[config.mk]
export PLATFORM = sky130hd
export DESIGN_NAME = rank_pwr_ctrl
export DESIGN_NICKNAME = d
export VERILOG_FILES = /design/src/rtl/rank_pwr_pkg.sv /design/src/rtl/rank_evt_counter.sv /design/src/rtl/rank_exit_timer.sv /design/src/rtl/rank_pwr_fsm.sv /design/src/rtl/rank_pwr_ctrl.sv
export SDC_FILE = /design/constraint.sdc
export NUM_CORES = 1
export LEC_CHECK = 0
export BUFFER_PORTS_ARGS = -buffer_cell sky130_fd_sc_hd__buf_2
export CORE_ASPECT_RATIO = 0.8
export CORE_MARGIN = 1
export CORE_UTILIZATION = 54
export DETAILED_ROUTE_END_ITERATION = 12
export MAX_ROUTING_LAYER = met4
export PLACE_DENSITY_LB_ADDON = 0.08
export SLEW_MARGIN = 0
export SYNTH_ARGS = -nofsm -noshare
export SYNTH_HDL_FRONTEND = slang
export SYNTH_SLANG_ARGS = --single-unit
[constraint.sdc]
create_clock -name clk -period 6.85 [get_ports clk]
set_clock_uncertainty 0.05 [all_clocks]
set_input_delay 0.3425 -clock clk [delete_from_list [all_inputs] [get_ports clk]]
set_output_delay 0.3425 -clock clk [all_outputs]
set_load 0.03 [all_outputs]
[src/rtl/rank_pwr_pkg.sv]
package rank_pwr_pkg;

   typedef enum logic [2:0] {
      PS_IDLE = 3'd0,
      PS_ACT  = 3'd1,
      PS_REF  = 3'd2,
      PS_SREF = 3'd3,
      PS_PPD  = 3'd4,
      PS_APD  = 3'd5
   } pstate_e;

   typedef enum logic [1:0] {
      PRV_NONE = 2'd0,
      PRV_PPD  = 2'd1,
      PRV_APD  = 2'd2
   } prior_e;

   function automatic logic is_lowpow(pstate_e s);
      return (s == PS_SREF) || (s == PS_PPD) || (s == PS_APD);
   endfunction

endpackage

[src/rtl/rank_evt_counter.sv]
module rank_evt_counter #(
   parameter int NEV   = 3,
   parameter int CNT_W = 4
) (
   input  logic             clk,
   input  logic             rst_n,
   input  logic [NEV-1:0]   sched,
   input  logic [NEV-1:0]   done,
   output logic [CNT_W-1:0] cnt_nxt
);
   logic [CNT_W-1:0] cnt_q;
   logic [CNT_W-1:0] s_sum [0:NEV];
   logic [CNT_W-1:0] d_sum [0:NEV];

   assign s_sum[0] = '0;
   assign d_sum[0] = '0;

   for (genvar g = 0; g < NEV; g++) begin : g_pop
      assign s_sum[g+1] = s_sum[g] + CNT_W'(sched[g]);
      assign d_sum[g+1] = d_sum[g] + CNT_W'(done[g]);
   end

   assign cnt_nxt = cnt_q + s_sum[NEV] - d_sum[NEV];

   always_ff @(posedge clk or negedge rst_n) begin
      if (!rst_n) cnt_q <= '0;
      else        cnt_q <= cnt_nxt;
   end

   // the count must neither wrap past its maximum nor drop below zero
   assert_no_overflow_R2: assert property (@(posedge clk) disable iff (!rst_n)
      (({1'b0, cnt_q} + {1'b0, s_sum[NEV]}) >= {1'b0, d_sum[NEV]}) &&
      (({1'b0, cnt_q} + {1'b0, s_sum[NEV]} - {1'b0, d_sum[NEV]}) < (CNT_W+1)'(2**CNT_W)));

endmodule

[src/rtl/rank_exit_timer.sv]
module rank_exit_timer #(
   parameter int T_XP = 3,
   parameter int T_XS = 10
) (
   input  logic clk,
   input  logic rst_n,
   input  logic ld_pd,
   input  logic ld_sr,
   output logic busy
);
   localparam int MAXL = (T_XS > T_XP) ? T_XS : T_XP;
   localparam int TW   = $clog2(MAXL + 1);

   logic [TW-1:0] tmr_q;

   always_ff @(posedge clk or negedge rst_n) begin
      if (!rst_n)              tmr_q <= '0;
      else if (ld_pd)          tmr_q <= TW'(T_XP);
      else if (ld_sr)          tmr_q <= TW'(T_XS);
      else if (tmr_q != '0)    tmr_q <= tmr_q - 1'b1;
   end

   assign busy = (tmr_q != '0);

   // an exit always blocks commands in the following cycle
   assert_exit_blocks_R10: assert property (@(posedge clk) disable iff (!rst_n)
      (ld_pd || ld_sr) |=> busy);

endmodule

[src/rtl/rank_pwr_fsm.sv]
module rank_pwr_fsm
   import rank_pwr_pkg::*;
#(
   parameter int NBANK = 8,
   parameter int QW    = 4
) (
   input  logic             clk,
   input  logic             rst_n,
   input  logic [NBANK-1:0] bank_open,
   input  logic [QW-1:0]    rdq_count,
   input  logic [QW-1:0]    wrq_count,
   input  logic             bus_write,
   input  logic             ref_req,
   input  logic             cmd_req,
   input  logic             rd_return,
   input  logic             pre_done,
   input  logic             ref_done,
   input  logic             quiet,
   output pstate_e          st_q,
   output logic             pd_enter_q,
   output logic             pd_exit_q,
   output logic             sr_enter_q,
   output logic             sr_exit_q,
   output logic             wake_pd,
   output logic             wake_sr
);
   pstate_e st_d, base;
   prior_e  prv_q, prv_d;
   logic    any_open, rd_work, any_work, pde;

   assign any_open = |bank_open;
   assign rd_work  = (rdq_count != '0);
   assign any_work = rd_work || (wrq_count != '0);
   assign base     = any_open ? PS_ACT : PS_IDLE;

   always_comb begin
      st_d    = st_q;
      prv_d   = prv_q;
      pde     = 1'b0;
      wake_pd = 1'b0;
      wake_sr = 1'b0;
      sr_d    = 1'b0;
      unique case (st_q)
         PS_IDLE, PS_ACT: begin
            if (ref_req && !any_open) begin
               st_d  = PS_REF;
               prv_d = PRV_NONE;
            end else if (rd_return && quiet) begin
               st_d = any_open ? PS_APD : PS_PPD;
               pde  = 1'b1;
            end else if (pre_done && !any_open && quiet) begin
               st_d = PS_PPD;
               pde  = 1'b1;
            end else begin
               st_d = base;
            end
         end
         PS_PPD, PS_APD: begin
            if (ref_req) begin
               st_d    = PS_REF;
               prv_d   = (st_q == PS_APD) ? PRV_APD : PRV_PPD;
               wake_pd = 1'b1;
            end else if (cmd_req) begin
               st_d    = base;
               wake_pd = 1'b1;
            end
         end
         PS_REF: begin
            if (ref_done) begin
               unique case (prv_q)
                  PRV_APD: begin st_d = PS_PPD; pde = 1'b1; end
                  PRV_PPD: begin
                     if (any_work) begin st_d = PS_PPD;  pde  = 1'b1; end
                     else          begin st_d = PS_SREF; sr_d = 1'b1; end
                  end
                  default: st_d = base;
               endcase
               prv_d = PRV_NONE;
            end
         end
         PS_SREF: begin
            if (rd_work || ((wrq_count != '0) && bus_write)) begin
               st_d    = PS_IDLE;
               wake_sr = 1'b1;
            end
         end
         default: st_d = PS_IDLE;
      endcase
   end

   logic sr_d;

   always_ff @(posedge clk or negedge rst_n) begin
      if (!rst_n) begin
         st_q       <= PS_IDLE;
         prv_q      <= PRV_NONE;
         pd_enter_q <= 1'b0;
         pd_exit_q  <= 1'b0;
         sr_enter_q <= 1'b0;
         sr_exit_q  <= 1'b0;
      end else begin
         st_q       <= st_d;
         prv_q      <= prv_d;
         pd_enter_q <= pde;
         pd_exit_q  <= wake_pd;
         sr_enter_q <= sr_d;
         sr_exit_q  <= wake_sr;
      end
   end

   // power-down entry from idle/active only after a quiet cycle
   assert_pd_entry_quiet_R3: assert property (@(posedge clk) disable iff (!rst_n)
      (($past(st_q) == PS_IDLE || $past(st_q) == PS_ACT) &&
       (st_q == PS_PPD || st_q == PS_APD)) |-> $past(quiet));

   // self-refresh is only ever reached out of a refresh
   assert_sref_from_ref_R6: assert property (@(posedge clk) disable iff (!rst_n)
      sr_enter_q |-> ($past(st_q) == PS_REF) && (st_q == PS_SREF));

   // leaving self-refresh needs read work, or write work with the bus writing
   assert_sref_exit_cause_R8: assert property (@(posedge clk) disable iff (!rst_n)
      ($past(st_q) == PS_SREF && st_q != PS_SREF) |->
         $past(rd_work || ((wrq_count != '0) && bus_write)));

   // at most one command request pulse per cycle
   assert_one_req_R7: assert property (@(posedge clk) disable iff (!rst_n)
      $onehot0({pd_enter_q, pd_exit_q, sr_enter_q, sr_exit_q}));

   // refresh is never entered from idle/active with a bank open
   assert_ref_banks_closed_R9: assert property (@(posedge clk) disable iff (!rst_n)
      ($past(st_q) inside {PS_IDLE, PS_ACT} && st_q == PS_REF) |-> $past(bank_open == '0));

endmodule

[src/rtl/rank_pwr_ctrl.sv]
module rank_pwr_ctrl
   import rank_pwr_pkg::*;
#(
   parameter int NBANK = 8,
   parameter int QW    = 4,
   parameter int CNT_W = 4,
   parameter int T_XP  = 3,
   parameter int T_XS  = 10
) (
   input  logic             clk,
   input  logic             rst_n,
   input  logic             sched_burst,
   input  logic             sched_pre,
   input  logic             sched_ref,
   input  logic             done_burst,
   input  logic             done_pre,
   input  logic             done_ref,
   input  logic             rd_return,
   input  logic [NBANK-1:0] bank_open,
   input  logic [QW-1:0]    rdq_count,
   input  logic [QW-1:0]    wrq_count,
   input  logic             bus_write,
   input  logic             ref_req,
   input  logic             cmd_req,
   output logic [2:0]       pwr_state,
   output logic             pd_enter,
   output logic             pd_exit,
   output logic             sr_enter,
   output logic             sr_exit,
   output logic             cmd_ok,
   output logic             rank_idle
);
   localparam int NEV = 3;

   if (T_XP < 1 || T_XS < 1) begin : g_bad_lat
      $error("exit latencies must be at least one cycle");
   end
   if (NBANK < 1 || QW < 1 || CNT_W < 2) begin : g_bad_width
      $error("bank, queue and counter widths out of range");
   end

   logic [CNT_W-1:0] cnt_nxt;
   logic             quiet, busy, wake_pd, wake_sr;
   pstate_e          st;

   rank_evt_counter #(.NEV(NEV), .CNT_W(CNT_W)) u_cnt (
      .clk     (clk),
      .rst_n   (rst_n),
      .sched   ({sched_ref, sched_pre, sched_burst}),
      .done    ({done_ref, done_pre, done_burst}),
      .cnt_nxt (cnt_nxt)
   );

   assign quiet = (cnt_nxt == '0) && (rdq_count == '0) && (wrq_count == '0);

   rank_pwr_fsm #(.NBANK(NBANK), .QW(QW)) u_fsm (
      .clk        (clk),
      .rst_n      (rst_n),
      .bank_open  (bank_open),
      .rdq_count  (rdq_count),
      .wrq_count  (wrq_count),
      .bus_write  (bus_write),
      .ref_req    (ref_req),
      .cmd_req    (cmd_req),
      .rd_return  (rd_return),
      .pre_done   (done_pre),
      .ref_done   (done_ref),
      .quiet      (quiet),
      .st_q       (st),
      .pd_enter_q (pd_enter),
      .pd_exit_q  (pd_exit),
      .sr_enter_q (sr_enter),
      .sr_exit_q  (sr_exit),
      .wake_pd    (wake_pd),
      .wake_sr    (wake_sr)
   );

   rank_exit_timer #(.T_XP(T_XP), .T_XS(T_XS)) u_tmr (
      .clk   (clk),
      .rst_n (rst_n),
      .ld_pd (wake_pd),
      .ld_sr (wake_sr),
      .busy  (busy)
   );

   assign pwr_state = st;
   assign cmd_ok    = !busy && (st == PS_IDLE || st == PS_ACT);
   assign rank_idle = (st == PS_IDLE);

   // commands are never allowed in a low-power state or refresh
   assert_cmd_block_lp_R10: assert property (@(posedge clk) disable iff (!rst_n)
      (is_lowpow(st) || st == PS_REF) |-> !cmd_ok);

endmodule

After elaboration in Yosys (flattened, before gate mapping)
Index checks and enable logic that the tools add are counted.
{"block": "word_totals", "reg_bits": 17, "inputBits": 28, "out_inout_bits": 9, "elab_cells": 90}
{"block": "classes", "addsub": 7, "eq_ne": 12, "muxes": 36, "n_reduce_logical": 27}
{"op": "2-to-1 mux 3 bit", "count": 8}
{"op": "2-to-1 mux 1 bit", "count": 16}
{"op": "zero test 4 bit", "count": 3}
{"op": "2-to-1 mux 4 bit", "count": 3}
{"op": "one-hot mux 3 bit (4 select lines)", "count": 1}
{"op": "nonzero test 4 bit", "count": 3}
{"op": "adder 4 x 1 -> 4 bit", "count": 2}
{"op": "logical AND 1 bit", "count": 8}
{"op": "2-to-1 mux 2 bit", "count": 4}
{"op": "OR reduction 8 bit", "count": 1}
{"op": "equality test 3 x 2 -> 1 bit, second input constant", "count": 2}
{"op": "equality test 3 bit, second input constant", "count": 2}
{"op": "one-hot mux 2 bit (3 select lines)", "count": 1}
{"op": "one-hot mux 3 bit (2 select lines)", "count": 1}
{"op": "nonzero test 3 bit", "count": 2}
{"op": "adder 1 x 1 -> 2 bit", "count": 2}
{"op": "adder 4 bit", "count": 1}
{"op": "!= test 2 x 1 -> 1 bit, second input constant", "count": 2}
{"op": "!= test 2 bit, second input constant", "count": 2}
{"op": "one-hot mux 1 bit (2 select lines)", "count": 2}
{"op": "AND reduction 4 bit", "count": 1}
{"op": "OR reduction 2 bit", "count": 2}
{"op": "subtractor 4 x 1 -> 4 bit, second input constant", "count": 1}
{"op": "subtractor 4 bit", "count": 1}
{"op": "other kinds (8)", "count": 11}

Longest topological paths before layout
{"block": "logic_depth", "depth_word": 12, "mapped_depth": 12, "depth_no_buf": 12}

Modules after synthesis
From an unflattened synthesis, not the netlist that was laid out.
{"block": "unflattened", "hier_cells": 118, "hier_area_um2": 1163.6}
{"module": "rank_pwr_fsm", "instances": 1, "cells_each": 61, "area_per_inst_um2": 595.6, "seq_area_each_um2": 225.2}
{"module": "rank_evt_counter", "instances": 1, "cells_each": 30, "area_per_inst_um2": 321.6, "seq_area_each_um2": 100.1}
{"module": "rank_exit_timer", "instances": 1, "cells_each": 21, "area_per_inst_um2": 211.5, "seq_area_each_um2": 100.1}
{"module": "rank_pwr_ctrl", "instances": 1, "cells_each": 6, "area_per_inst_um2": 35.0, "seq_area_each_um2": 0.0}

Worst setup path after synthesis
No wires, ideal clock.
{"block": "synth_timing", "path_kind": "input port to flip-flop", "from": "in done_burst", "to": "reg u_fsm.pd_enter_q", "setup_ns": 0.076, "arrival_ns": 3.211, "required_time_ns": 6.724, "slack_ns": 3.512, "cell_stages": 12, "n_path_buf": 0, "cell_sequence": "ha_1 -> inv_1 -> fa_1 -> fa_1 -> inv_1 -> fa_1 -> fa_1 -> xnor2_1 -> nor3_1 -> nand3_1 -> a2111o_1 -> o21ai_1"}
{"block": "synth_via", "elab_chain_cells": 11, "elab_cells_between_ends": 12, "cone_classes": "add/sub: 3; mux: 4; reduce/logical: 5"}
{"item": "start: declaration", "line_no": "rank_pwr_ctrl.sv:15", "source": "input logic done_burst,"}
{"item": "adder 1 x 1 -> 2 bit *", "line_no": "rank_evt_counter.sv:20", "source": "assign d_sum[g+1] = d_sum[g] + CNT_W'(done[g]);"}
{"item": "adder 4 x 1 -> 4 bit *", "line_no": "rank_evt_counter.sv:20"}
{"item": "subtractor 4 bit *", "line_no": "rank_evt_counter.sv:23", "source": "assign cnt_nxt = cnt_q + s_sum[NEV] - d_sum[NEV];"}
{"item": "net cnt_nxt[2]", "line_no": "rank_pwr_ctrl.sv:42", "source": "logic [CNT_W-1:0] cnt_nxt;"}
{"item": "zero test 4 bit *", "line_no": "rank_pwr_ctrl.sv:54", "source": "assign quiet = (cnt_nxt == '0) && (rdq_count == '0) && (wrq_count == '0);"}
{"item": "logical AND 1 bit * (2 in series)", "line_no": "rank_pwr_ctrl.sv:54"}
{"item": "logical AND 1 bit", "line_no": "rank_pwr_fsm.sv:51", "source": "end else if (pre_done && !any_open && quiet) begin"}
{"item": "2-to-1 mux 1 bit", "line_no": "rank_pwr_fsm.sv:51"}
{"item": "2-to-1 mux 1 bit *", "line_no": "rank_pwr_fsm.sv:48", "source": "end else if (rd_return && quiet) begin"}
{"item": "2-to-1 mux 1 bit *", "line_no": "rank_pwr_fsm.sv:45", "source": "if (ref_req && !any_open) begin"}
{"item": "one-hot mux 1 bit (2 select lines) *", "line_no": "rank_pwr_fsm.sv:43", "source": "unique case (st_q)"}
{"item": "net u_fsm.pde", "line_no": "rank_pwr_fsm.sv:29", "source": "logic any_open, rd_work, any_work, pde;"}
{"item": "end signal: assignment", "line_no": "rank_pwr_fsm.sv:104", "source": "pd_enter_q <= pde;"}
{"item": "end: declaration", "line_no": "rank_pwr_fsm.sv:20", "source": "output logic pd_enter_q,"}
Mark *: on every way through the listed nets, which the timed path passes. The rest lies on a longest branch.
A chain may end at the register's enable or synchronous reset.

Final worst setup path
{"block": "layout_timing", "from": "in done_pre", "to": "reg u_fsm.pd_enter_q"}
{"block": "layout_via", "elab_chain_cells": 11, "elab_cells_between_ends": 13, "cone_classes": "add/sub: 3; mux: 4; reduce/logical: 6"}
{"item": "start: declaration", "line_no": "rank_pwr_ctrl.sv:16", "source": "input logic done_pre,"}
{"item": "adder 1 x 1 -> 2 bit *", "line_no": "rank_evt_counter.sv:20"}
{"item": "adder 4 x 1 -> 4 bit *", "line_no": "rank_evt_counter.sv:20"}
{"item": "subtractor 4 bit *", "line_no": "rank_evt_counter.sv:23"}
{"item": "net cnt_nxt[2]", "line_no": "rank_pwr_ctrl.sv:42"}
{"item": "zero test 4 bit *", "line_no": "rank_pwr_ctrl.sv:54"}
{"item": "logical AND 1 bit * (2 in series)", "line_no": "rank_pwr_ctrl.sv:54"}
{"item": "logical AND 1 bit", "line_no": "rank_pwr_fsm.sv:51"}
{"item": "2-to-1 mux 1 bit", "line_no": "rank_pwr_fsm.sv:51"}
{"item": "2-to-1 mux 1 bit *", "line_no": "rank_pwr_fsm.sv:48"}
{"item": "2-to-1 mux 1 bit *", "line_no": "rank_pwr_fsm.sv:45"}
{"item": "one-hot mux 1 bit (2 select lines) *", "line_no": "rank_pwr_fsm.sv:43"}
{"item": "net u_fsm.pde", "line_no": "rank_pwr_fsm.sv:29"}
Marks and branches as above.

==> results.py <==
metrics = {
    "critical_path": {
        "end_kind": "register",
        "endpoint": "u_fsm.pd_enter_q",
        "cp.arrival_ps": 3430,
        "reg2reg_from": "u_cnt.cnt_q[1]",
        "cp.required_ps": 7020,
        "cp-start-kind": "input pin",
        "reg2reg_to": "u_fsm.pd_enter_q",
        "critPathKind": "input pin to register",
        "rr_worst_depth": 9,
        "startpoint": "done_pre",
        "r2r_slack_ps": 4070,
        "crit_path_max_fanout": 2,
    },
    "yosys": {
        "synth_cell_types": 34,
        "synth_top_cell_area_share_pct": 36.7,
        "yosysSeqAreaShare_pct": 36.7,
        "ys_warn_count": 0,
        "postSynthNetCount": 169,
        "synth.top_cells.by_area": "dfrtp_1, fa_1, ha_1, inv_1, nand2_1",
        "ys_ff_latch": 17,
        "avgSynthCellArea_um2": 8.98,
        "synth.cell_area_um2": 1160,
        "syn_inst": 129,
        "yosys.area.top_type": "dfrtp_1",
    },
    "grt": {
        "antenna_found_initial": 0,
        "grt_usage_pct": 24.4,
        "grt_max_degree": 18,
        "grt_pass1_wl_mm": 3.95,
        "first_global_vias": 929,
        "grt_remaining_overflow": 0,
    },
    "route": {
        "vias_per_cell": 5.37,
        "first_pass_iters": 5,
        "drtAntennaViolNets": 0,
        "drt_iter0_markers": 13,
        "routed_wl_mm": 2.41,
        "dr_total_vias": 1020,
        "routedWlPerCell_um": 12.7,
        "drc": 0,
    },
    "clock_network": {
        "clock_path_buffers": 2,
        "cts-root-buf": "clkbuf_4",
        "clkSinkCount": 17,
        "cts.reportedPaths.clkPinSlew_ps": 100,
        "cts_hold_buf": 1,
        "clk_latency_ps": 290,
        "cts_resized": 0,
        "postCtsSetupBuffers": 0,
        "h-tree-depth": 1,
        "cts_tree": "built",
        "cts_made_buffers": 3,
    },
    "power_and_ir_drop": {
        "ir_drop_v": 0.000252,
        "p_leak_nw": 0.722,
        "power.density_nw_per_um2": 291,
    },
    "die": {
        "die_area_um2": 2340,
        "start_util_pct": 59.6,
        "rows": 14,
        "core_um2": 1940,
        "boundaryPins": 37,
        "die_h_um": 43.4,
        "die_w_um": 53.8,
    },
    "layout": {
        "layout-drive-gt1-share_pct": 27.7,
        "syn2layout_area_growth_pct": 20.1,
        "layout_commonest_cell": "buf_2",
        "final_cell_mix": "buf_2, inv_1, dfrtp_1",
        "fin_nets": 207,
        "postLayoutCellArea_um2": 1390,
        "nFillCells": 169,
        "diodes": 0,
        "fin_cells": 190,
    },
    "sta": {
        "rsz0062_at_grt": "false",
        "slew_headroom_pct": 68.2,
        "hold_viol": 0,
        "hold_ws_ps": 303,
        "fin_crit_sh_pct": 47.6,
        "clock.fmax_ghz": 0.307,
        "setup_viol": 0,
        "period_needed_ps": 3260,
        "worst_pin_slew_ps": 473,
        "tns_ps": 0,
        "slew_viol_final": 0,
    },
    "place": {
        "place_inst": 185,
        "io_buffers": 36,
        "dpl_cell_area_um2": 1350,
        "dp_hpwl_mm": 1.99,
        "place.gp.congestion": 0.864,
    },
    "status": {
        "status": "completed",
    },
    "run": {
        "cap_violations": 0,
    },
    "hold_path": {
        "hp-class": "input pin to register",
    },
}
-- synth_stat cells, drive strengths merged --
cell type and number:
inv 20, dfrtp 17, nor2 11, nand2 10, a21oi 7, ha 7, nor3 6, o21ai 6
fa 5, clkbuf 4, nor2b 4, or3 4, xnor2 4, nand2b 3, nand3 2, nor4 2
o41ai 2, or4 2, a2111o 1, a211oi 1, a21o 1, a221o 1, a22oi 1, a31oi 1
a32oi 1, and2 1, and3 1, mux2i 1, o21ba 1, o22ai 1, or2 1
-- through the flow --
stage	setup WS, ps	total power (W)	utilization, %
global route	3470	0.000450	71.6
finish	3590	0.000405	71.6
detailed placement	3290	0.000356	69.6
CTS	3600	0.000409	71.6
global placement	3350	0.000342	69.6
floorplan	3510	0.000306	-
-- power breakdown --
group	switching (W)	internal, W
registers	0.0000209	0.000131
clock network	0.0000312	0.0000217
logic	0.000107	0.0000932
total	0.000159	0.000246
-- registers in the layout (all words and copies together), names as in the netlist --
| signal | count |
|---|---|
| u_cnt.cnt_q | 4 |
| u_fsm.pd_enter_q | 1 |
| u_fsm.pd_exit_q | 1 |
| u_fsm.prv_q | 2 |
| u_fsm.sr_enter_q | 1 |
| u_fsm.sr_exit_q | 1 |
| u_fsm.st_q | 3 |
| u_tmr.tmr_q | 4 |
-- cell type report --
class                           instances  area, um2  share of cell area [%]
Multi-Input combinational cell         88        643                    46.2
Timing Repair Buffer                   37        190                    13.7
Clock buffer                            3       22.5                    1.62
Sequential cell                        17        425                    30.6
Tap cell                               24       30.0                    2.16
Inverter                               20       75.1                    5.40
Clock inverter                          1       5.00                   0.360
-- metal layers --
metal / track usage (%) / share of wire (%)
met1: 30.5 / 46
met3: 1.05 / 4.6
met5: - / 0
met2: 41.7 / 48
met4: 7.89 / 0.79
-- worst min-delay path by stage --
stage / end / cells past startpoint / from / slack (ps)
floorplan: u_cnt.cnt_q[0] / 0 / rst_n / -3
detailed placement: u_tmr.tmr_q[1] / 1 / rst_n / 230
CTS: u_fsm.sr_enter_q / 2 / done_ref / 290
global route: u_fsm.sr_enter_q / 2 / done_ref / 310
global placement: u_tmr.tmr_q[1] / 1 / rst_n / 230
finish: u_fsm.sr_enter_q / 2 / done_ref / 300
-- cell families after synthesis --
family / Yosys count / synth area share, %
fa+ha+maj: 12 / 16.2
buf+inv: 24 / 7.77
compound gates: 24 / 13.9
simple gates: 47 / 21.5
xor+xnor: 4 / 3.02
flops: 17 / 36.7
mux: 1 / 0.864
-- critical path, stage by stage --
cell      delay (ps)
buf_2            110
ha_1             260
inv_1             40
fa_1             460
fa_1             510
inv_1             50
fa_1             400
fa_1             390
xnor2_1          160
nor3_1           140
nand3_1           90
a2111o_1         360
o21ai_1          120
Power figures use the tool's default switching activity.
